<file path="src/rtl/busown_pkg.sv">
package busown_pkg;

  typedef enum logic [1:0] {
    MD_MASTER  = 2'd0,
    MD_SLAVE   = 2'd1,
    MD_PARTIAL = 2'd2
  } own_mode_e;

  typedef enum logic [3:0] {
    ST_OFF,   // not owned, drivers off
    ST_REQ,   // request raised, waiting for grant
    ST_ACQ,   // grant seen, drivers on, strobes parked
    ST_HOME,  // owned and idle, strobes parked
    ST_BUSY,  // access running
    ST_RNEG,  // release: strobes parked, drivers on
    ST_ROFF,  // release: drivers off, request still held
    ST_LENT,  // bus lent to the other agent
    ST_TAKE   // retake: drivers on, strobes parked
  } own_state_e;

  typedef struct packed {
    logic oe;
    logic req;
    logic gnt;
    logic act;
  } own_out_t;

  function automatic own_out_t own_decode(own_state_e st, own_mode_e md, logic arb);
    own_out_t o;
    o = '0;
    case (st)
      ST_OFF:  o.oe = 1'b0;
      ST_REQ:  begin o.oe = (md == MD_PARTIAL); o.req = 1'b1; end
      ST_ACQ:  begin o.oe = 1'b1; o.req = 1'b1; end
      ST_HOME: o.oe = 1'b1;
      ST_BUSY: begin o.oe = 1'b1; o.req = arb; o.act = 1'b1; end
      ST_RNEG: begin o.oe = 1'b1; o.req = arb; end
      ST_ROFF: begin o.oe = (md == MD_PARTIAL); o.req = arb; end
      ST_LENT: o.gnt = 1'b1;
      ST_TAKE: o.oe = 1'b1;
      default: o = '0;
    endcase
    return o;
  endfunction

endpackage

</file>
<file path="src/rtl/busown_mode.sv">
module busown_mode
  import busown_pkg::*;
(
  input  logic      clk,
  input  logic      rst,
  input  logic      strap_slave,
  input  logic      cfg_wr,
  input  logic      cfg_partial,
  input  logic      quiet,
  output own_mode_e mode_q
);

  logic pend_q;
  logic pend_val_q;
  logic wr_val;
  logic apply;

  always_comb begin
    wr_val = cfg_wr ? cfg_partial : pend_val_q;
    apply  = (mode_q != MD_SLAVE) && quiet && (cfg_wr || pend_q);
  end

  always_ff @(posedge clk) begin
    if (rst) begin
      mode_q     <= strap_slave ? MD_SLAVE : MD_MASTER;
      pend_q     <= 1'b0;
      pend_val_q <= 1'b0;
    end else if (mode_q != MD_SLAVE) begin
      if (apply) begin
        mode_q <= wr_val ? MD_PARTIAL : MD_MASTER;
        pend_q <= 1'b0;
      end else if (cfg_wr) begin
        pend_q     <= 1'b1;
        pend_val_q <= cfg_partial;
      end
    end
  end

endmodule

</file>
<file path="src/rtl/busown_seq.sv">
module busown_seq
  import busown_pkg::*;
#(
  parameter int RGN_W      = 2,
  parameter int SHARED_RGN = 2
) (
  input  logic             clk,
  input  logic             rst,
  input  logic             strap_slave,
  input  own_mode_e        mode,
  input  logic             acc_req,
  input  logic [RGN_W-1:0] acc_region,
  input  logic             acc_done,
  input  logic             ext_req,
  input  logic             own_gnt,
  output own_out_t         out_d,
  output own_out_t         out_q,
  output logic             quiet
);

  localparam logic [RGN_W-1:0] SHARED = RGN_W'(SHARED_RGN);

  own_state_e st_q, st_d;
  logic       arb_q, arb_d;
  own_state_e rst_st;
  own_mode_e  rst_md;

  always_comb begin
    rst_st = strap_slave ? ST_OFF : ST_HOME;
    rst_md = strap_slave ? MD_SLAVE : MD_MASTER;
  end

  always_comb begin
    st_d  = st_q;
    arb_d = arb_q;
    case (st_q)
      ST_OFF: begin
        if (acc_req) begin
          st_d  = ST_REQ;
          arb_d = 1'b1;
        end
      end
      ST_HOME: begin
        if ((mode == MD_MASTER) && ext_req) begin
          st_d  = ST_RNEG;
          arb_d = 1'b0;
        end else if (acc_req) begin
          if ((mode == MD_PARTIAL) && (acc_region == SHARED)) begin
            st_d  = ST_REQ;
            arb_d = 1'b1;
          end else begin
            st_d  = ST_BUSY;
            arb_d = 1'b0;
          end
        end
      end
      ST_REQ:  if (own_gnt) st_d = ST_ACQ;
      ST_ACQ:  st_d = ST_BUSY;
      ST_BUSY: begin
        if (acc_done) begin
          if (arb_q || ((mode == MD_MASTER) && ext_req)) st_d = ST_RNEG;
          else                                           st_d = ST_HOME;
        end
      end
      ST_RNEG: st_d = ST_ROFF;
      ST_ROFF: begin
        if (!arb_q) begin
          st_d = ST_LENT;
        end else begin
          st_d  = (mode == MD_SLAVE) ? ST_OFF : ST_HOME;
          arb_d = 1'b0;
        end
      end
      ST_LENT: if (!ext_req) st_d = ST_TAKE;
      ST_TAKE: st_d = ST_HOME;
      default: st_d = rst_st;
    endcase
  end

  always_comb begin
    out_d = own_decode(st_d, mode, arb_d);
    quiet = (st_q == ST_HOME) && (st_d == ST_HOME);
  end

  always_ff @(posedge clk) begin
    if (rst) begin
      st_q  <= rst_st;
      arb_q <= 1'b0;
      out_q <= own_decode(rst_st, rst_md, 1'b0);
    end else begin
      st_q  <= st_d;
      arb_q <= arb_d;
      out_q <= out_d;
    end
  end

endmodule

</file>
<file path="src/rtl/busown_pins.sv">
module busown_pins #(
  parameter int              NCTL    = 3,
  parameter logic [NCTL-1:0] NEG_LVL = '1
) (
  input  logic            clk,
  input  logic            rst,
  input  logic            strap_slave,
  input  logic            oe_d,
  input  logic            act_d,
  input  logic [NCTL-1:0] strb_in,
  output logic [NCTL-1:0] ctl_oe,
  output logic [NCTL-1:0] ctl_lvl
);

  for (genvar i = 0; i < NCTL; i++) begin : g_line
    always_ff @(posedge clk) begin
      if (rst) begin
        ctl_oe[i]  <= !strap_slave;
        ctl_lvl[i] <= NEG_LVL[i];
      end else begin
        ctl_oe[i]  <= oe_d;
        ctl_lvl[i] <= (act_d && strb_in[i]) ? !NEG_LVL[i] : NEG_LVL[i];
      end
    end
  end

endmodule

</file>
<file path="src/rtl/busown_ctrl.sv">
module busown_ctrl
  import busown_pkg::*;
#(
  parameter int              RGN_W      = 2,
  parameter int              SHARED_RGN = 2,
  parameter int              NCTL       = 3,
  parameter logic [NCTL-1:0] NEG_LVL    = '1
) (
  input  logic             clk,
  input  logic             rst,
  input  logic             strap_slave,
  input  logic             cfg_wr,
  input  logic             cfg_partial,
  input  logic             acc_req,
  input  logic [RGN_W-1:0] acc_region,
  input  logic             acc_done,
  input  logic [NCTL-1:0]  strb_in,
  input  logic             ext_req,
  output logic             ext_gnt,
  output logic             own_req,
  input  logic             own_gnt,
  output logic             acc_go,
  output logic             bus_oe,
  output logic [NCTL-1:0]  ctl_oe,
  output logic [NCTL-1:0]  ctl_lvl,
  output logic [1:0]       mode_o
);

  own_mode_e mode;
  own_out_t  out_d, out_q;
  logic      quiet;

  busown_mode u_mode (
    .clk         (clk),
    .rst         (rst),
    .strap_slave (strap_slave),
    .cfg_wr      (cfg_wr),
    .cfg_partial (cfg_partial),
    .quiet       (quiet),
    .mode_q      (mode)
  );

  busown_seq #(
    .RGN_W      (RGN_W),
    .SHARED_RGN (SHARED_RGN)
  ) u_seq (
    .clk         (clk),
    .rst         (rst),
    .strap_slave (strap_slave),
    .mode        (mode),
    .acc_req     (acc_req),
    .acc_region  (acc_region),
    .acc_done    (acc_done),
    .ext_req     (ext_req),
    .own_gnt     (own_gnt),
    .out_d       (out_d),
    .out_q       (out_q),
    .quiet       (quiet)
  );

  busown_pins #(
    .NCTL    (NCTL),
    .NEG_LVL (NEG_LVL)
  ) u_pins (
    .clk         (clk),
    .rst         (rst),
    .strap_slave (strap_slave),
    .oe_d        (out_d.oe),
    .act_d       (out_d.act),
    .strb_in     (strb_in),
    .ctl_oe      (ctl_oe),
    .ctl_lvl     (ctl_lvl)
  );

  always_comb begin
    ext_gnt = out_q.gnt;
    own_req = out_q.req;
    acc_go  = out_q.act;
    bus_oe  = out_q.oe;
    mode_o  = mode;
  end

endmodule

</file>
<file path="config.mk">
export PLATFORM = sky130hd
export DESIGN_NAME = busown_ctrl
export DESIGN_NICKNAME = d
export VERILOG_FILES = /design/src/rtl/busown_pkg.sv /design/src/rtl/busown_mode.sv /design/src/rtl/busown_seq.sv /design/src/rtl/busown_pins.sv /design/src/rtl/busown_ctrl.sv
export SDC_FILE = /design/constraint.sdc
export NUM_CORES = 1
export LEC_CHECK = 0
export BUFFER_PORTS_ARGS = -buffer_cell sky130_fd_sc_hd__buf_2
export CAP_MARGIN = 20
export CORE_ASPECT_RATIO = 0.9
export CORE_MARGIN = 5
export CORE_UTILIZATION = 28
export CTS_CLUSTER_DIAMETER = 120
export DETAILED_ROUTE_END_ITERATION = 10
export GPL_ROUTABILITY_DRIVEN = 0
export SYNTH_ARGS = -nofsm -noshare
export SYNTH_HDL_FRONTEND = slang
export SYNTH_HIERARCHICAL = 1
export SYNTH_SLANG_ARGS = --single-unit
</file>
<file path="constraint.sdc">
create_clock -name clk -period 1.76 [get_ports clk]
set_clock_uncertainty 0.05 [all_clocks]
set_input_delay 0.352 -clock clk [delete_from_list [all_inputs] [get_ports clk]]
set_output_delay 0.352 -clock clk [all_outputs]
set_load 0.02 [all_outputs]
</file>
==> Flow_metrics.wiki <==
{| class="wikitable"
! Metric !! Value
|-
| Outcome || finished, violations left
|-
| Violations in the final reports || negative setup slack
|-
| Clock latency at the later pin of the worst-skew pair || 0.27 ns
|-
| Vias in the first global route || between 1000 and 1500
|-
| TritonCTS clock tree || built
|-
| Number of optimization iterations in the first detailed-route pass || 4
|-
| Syn Nets || about 130
|-
| RSZ-0062 raised after global routing || yes
|-
| Highest Clock Rate || roughly 510 MHz
|-
| Post-route insts no fill || 216
|-
| Most common cell after layout, fill and taps aside || buf_4
|-
| Effective utilization at floorplan || between 20% and 30%
|-
| Routed WL || 3.227 mm
|-
| Die width || around 75 um
|-
| CTS max path bufs || 2
|-
| Number of max-capacitance violations reported || 0
|-
| Wire length of the first global-routing pass || roughly 4.7 mm
|-
| Finished Cell Area || ~1600 sq um
|-
| Clock Pin Slew Worst Setup and Hold Paths || ~0.080 ns
|-
| Cell Count Post-Placement || between 200 and 250
|-
| Worst IR Drop VDD || ~400 uV
|-
| Power Dens Cells || ~1000 nW/um^2
|-
| Total of warnings raised by yosys || 6
|-
| Highest-count cells in the layout ignoring fill and taps || 29 x buf_4, 25 x buf_2, 12 x dfxtp_1
|-
| Antenna violations before repair || 0
|-
| Floorplan die height || 68.16 um
|-
| Routed vias || 1102
|-
| Setup slack after layout || -0.2068 ns
|-
| Vias/cell || 5.102
|-
| Gate count of the mapped netlist || 118
|-
| Detailed-route DRC error count || 0
|-
| Final hold vios || 0
|-
| Cell Rows || 21
|-
| Num CTS Buffers || 3
|-
| Required time of the critical path || 1.86 ns
|-
| Critical path fanouts, max || 5
|-
| CTS Root Cell || clkbuf_8
|-
| TritonCTS Sinks || 17
|-
| Data arrival time of the worst path || 2.07 ns
|-
| Total gr overflow || 0
|-
| Pleak || roughly 0.7 nW
|-
| Post-CTS Hold Buffers || 0
|-
| Final setup fails || 9
|-
| Utilization after layout || about 43%
|-
| Worst slack at placement || -0.1521 ns
|-
| Input/output buffers || 25
|-
| Total routing resource utilization after global routing || around 13%
|-
| Setup crit end kind || register
|-
| Crit path launch type || register
|-
| Synthesis-to-layout area growth || 49.70%
|-
| Clock H-tree levels || 1
|-
| Wirelength per Cell || 14.94 um
|-
| Class of the tightest hold or removal check || in2reg
|-
| Die outline area || just over 5000 sq um
|-
| Final number of max-transition violations || 0
|-
| Area inside the core boundary || roughly 3700 sq um
|-
| Transition time of the tightest slew-check pin || between 0.5 and 0.6 ns
|-
| Minimum clock period after layout || between 1.5 and 2 ns
|-
| Diodes inserted || 0
|-
| Count of routing violations after the opening detailed-route iteration || 158
|-
| Synthesized area per cell || just under 9 sq um
|-
| Layout net count || ~190
|-
| Post-Syn Area || roughly 1100 sq um
|-
| Fraction of final layout cells with drive strength greater than 1 || 51.76%
|-
| Number of I/O pins || 26
|-
| Worst relative slew slack || around 63%
|-
| Post-route antenna net violation count || 0
|-
| Cell area after placement || 1379 sq um
|-
| Fraction of the cycle the final worst path needs || 111.8%
|-
| Crit path kind || reg2reg
|-
| Pin count of the biggest net entering global routing || 18
|-
| Post-DP HPWL || 2.227 mm
|}
-- sequential cells by signal, indices dropped and copies added (netlist names) --
name / cells
u_pins/ctl_lvl: 3
u_seq/st_q: 4
u_seq/out_q: 4
u_mode/pend_val_q: 1
u_mode/mode_q: 2
u_seq/arb_q: 1
u_mode/pend_q: 1
u_pins/ctl_oe: 1
-- worst paths after layout --
kind,from,to,slack (ns),cells past startpoint
setup / recovery,u_mode/mode_q[0],u_seq/out_q[2],-0.21,7
hold / removal,strb_in[0],u_pins/ctl_lvl[0],0.20,2
setup reg to reg,u_mode/mode_q[0],u_seq/out_q[2],-0.21,7
hold reg to reg,u_mode/pend_q,u_mode/pend_q,0.49,2
-- final cells by class --
type                            instances  area [sq um]
Clock buffer                            3         41.29
Clock inverter                          1         7.507
Fill cell                             376          2103
Inverter                                4         15.01
Multi-Input combinational cell         90         728.2
Sequential cell                        17         371.6
Tap cell                               46         57.56
Timing Repair Buffer                   55         354.1
-- routing by layer --
layer	routed length, um	share of wire [%]	GRT usage, %	up-vias
li1	-	-	-	530
met4	58	1.8	6.667	0
met3	229	7.1	4.699	7
met2	1636	51	19.30	46
met1	1302	40	15.11	519
met5	0	0	0	-
-- stage by stage --
step | total power, mW | TNS (ns) | hold WS [ns]
2_1_floorplan | 0.9223 | -0.2364 | 0.3707
3_3_place_gp | 1.141 | -0.5196 | 0.4538
3_5_place_dp | 1.159 | -0.7334 | 0.4755
4_1_cts | 1.506 | -0.4266 | 0.1913
5_1_grt | 1.708 | -1.780 | 0.1869
6_report | 1.607 | -0.9646 | 0.1979
-- worst max-delay path: stages (launching register included) --
cell	delay, ns
edfxtp_1	0.48
buf_4	0.19
nor2b_2	0.14
o2111ai_1	0.16
o211a_2	0.22
and4bb_4	0.22
a221o_1	0.26
nor2b_4	0.12
-- power by group --
part           total (mW)  leakage, nW  switching [mW]  internal [mW]
Sequential          0.514        0.146          0.0558          0.458
Combinational       0.772        0.513           0.382          0.390
Clock               0.321       0.0217           0.161          0.160
Total                1.61        0.680           0.598           1.01
-- repair_timing --
| item | in CTS | in global routing |
|---|---|---|
| pin swaps | 5 | 8 |
| resized for setup | 8 | 14 |
| setup buffers | 2 | 5 |
| endpoints found under the setup margin | 9 | 11 |
No activity file was read; power rests on OpenSTA's default activity.
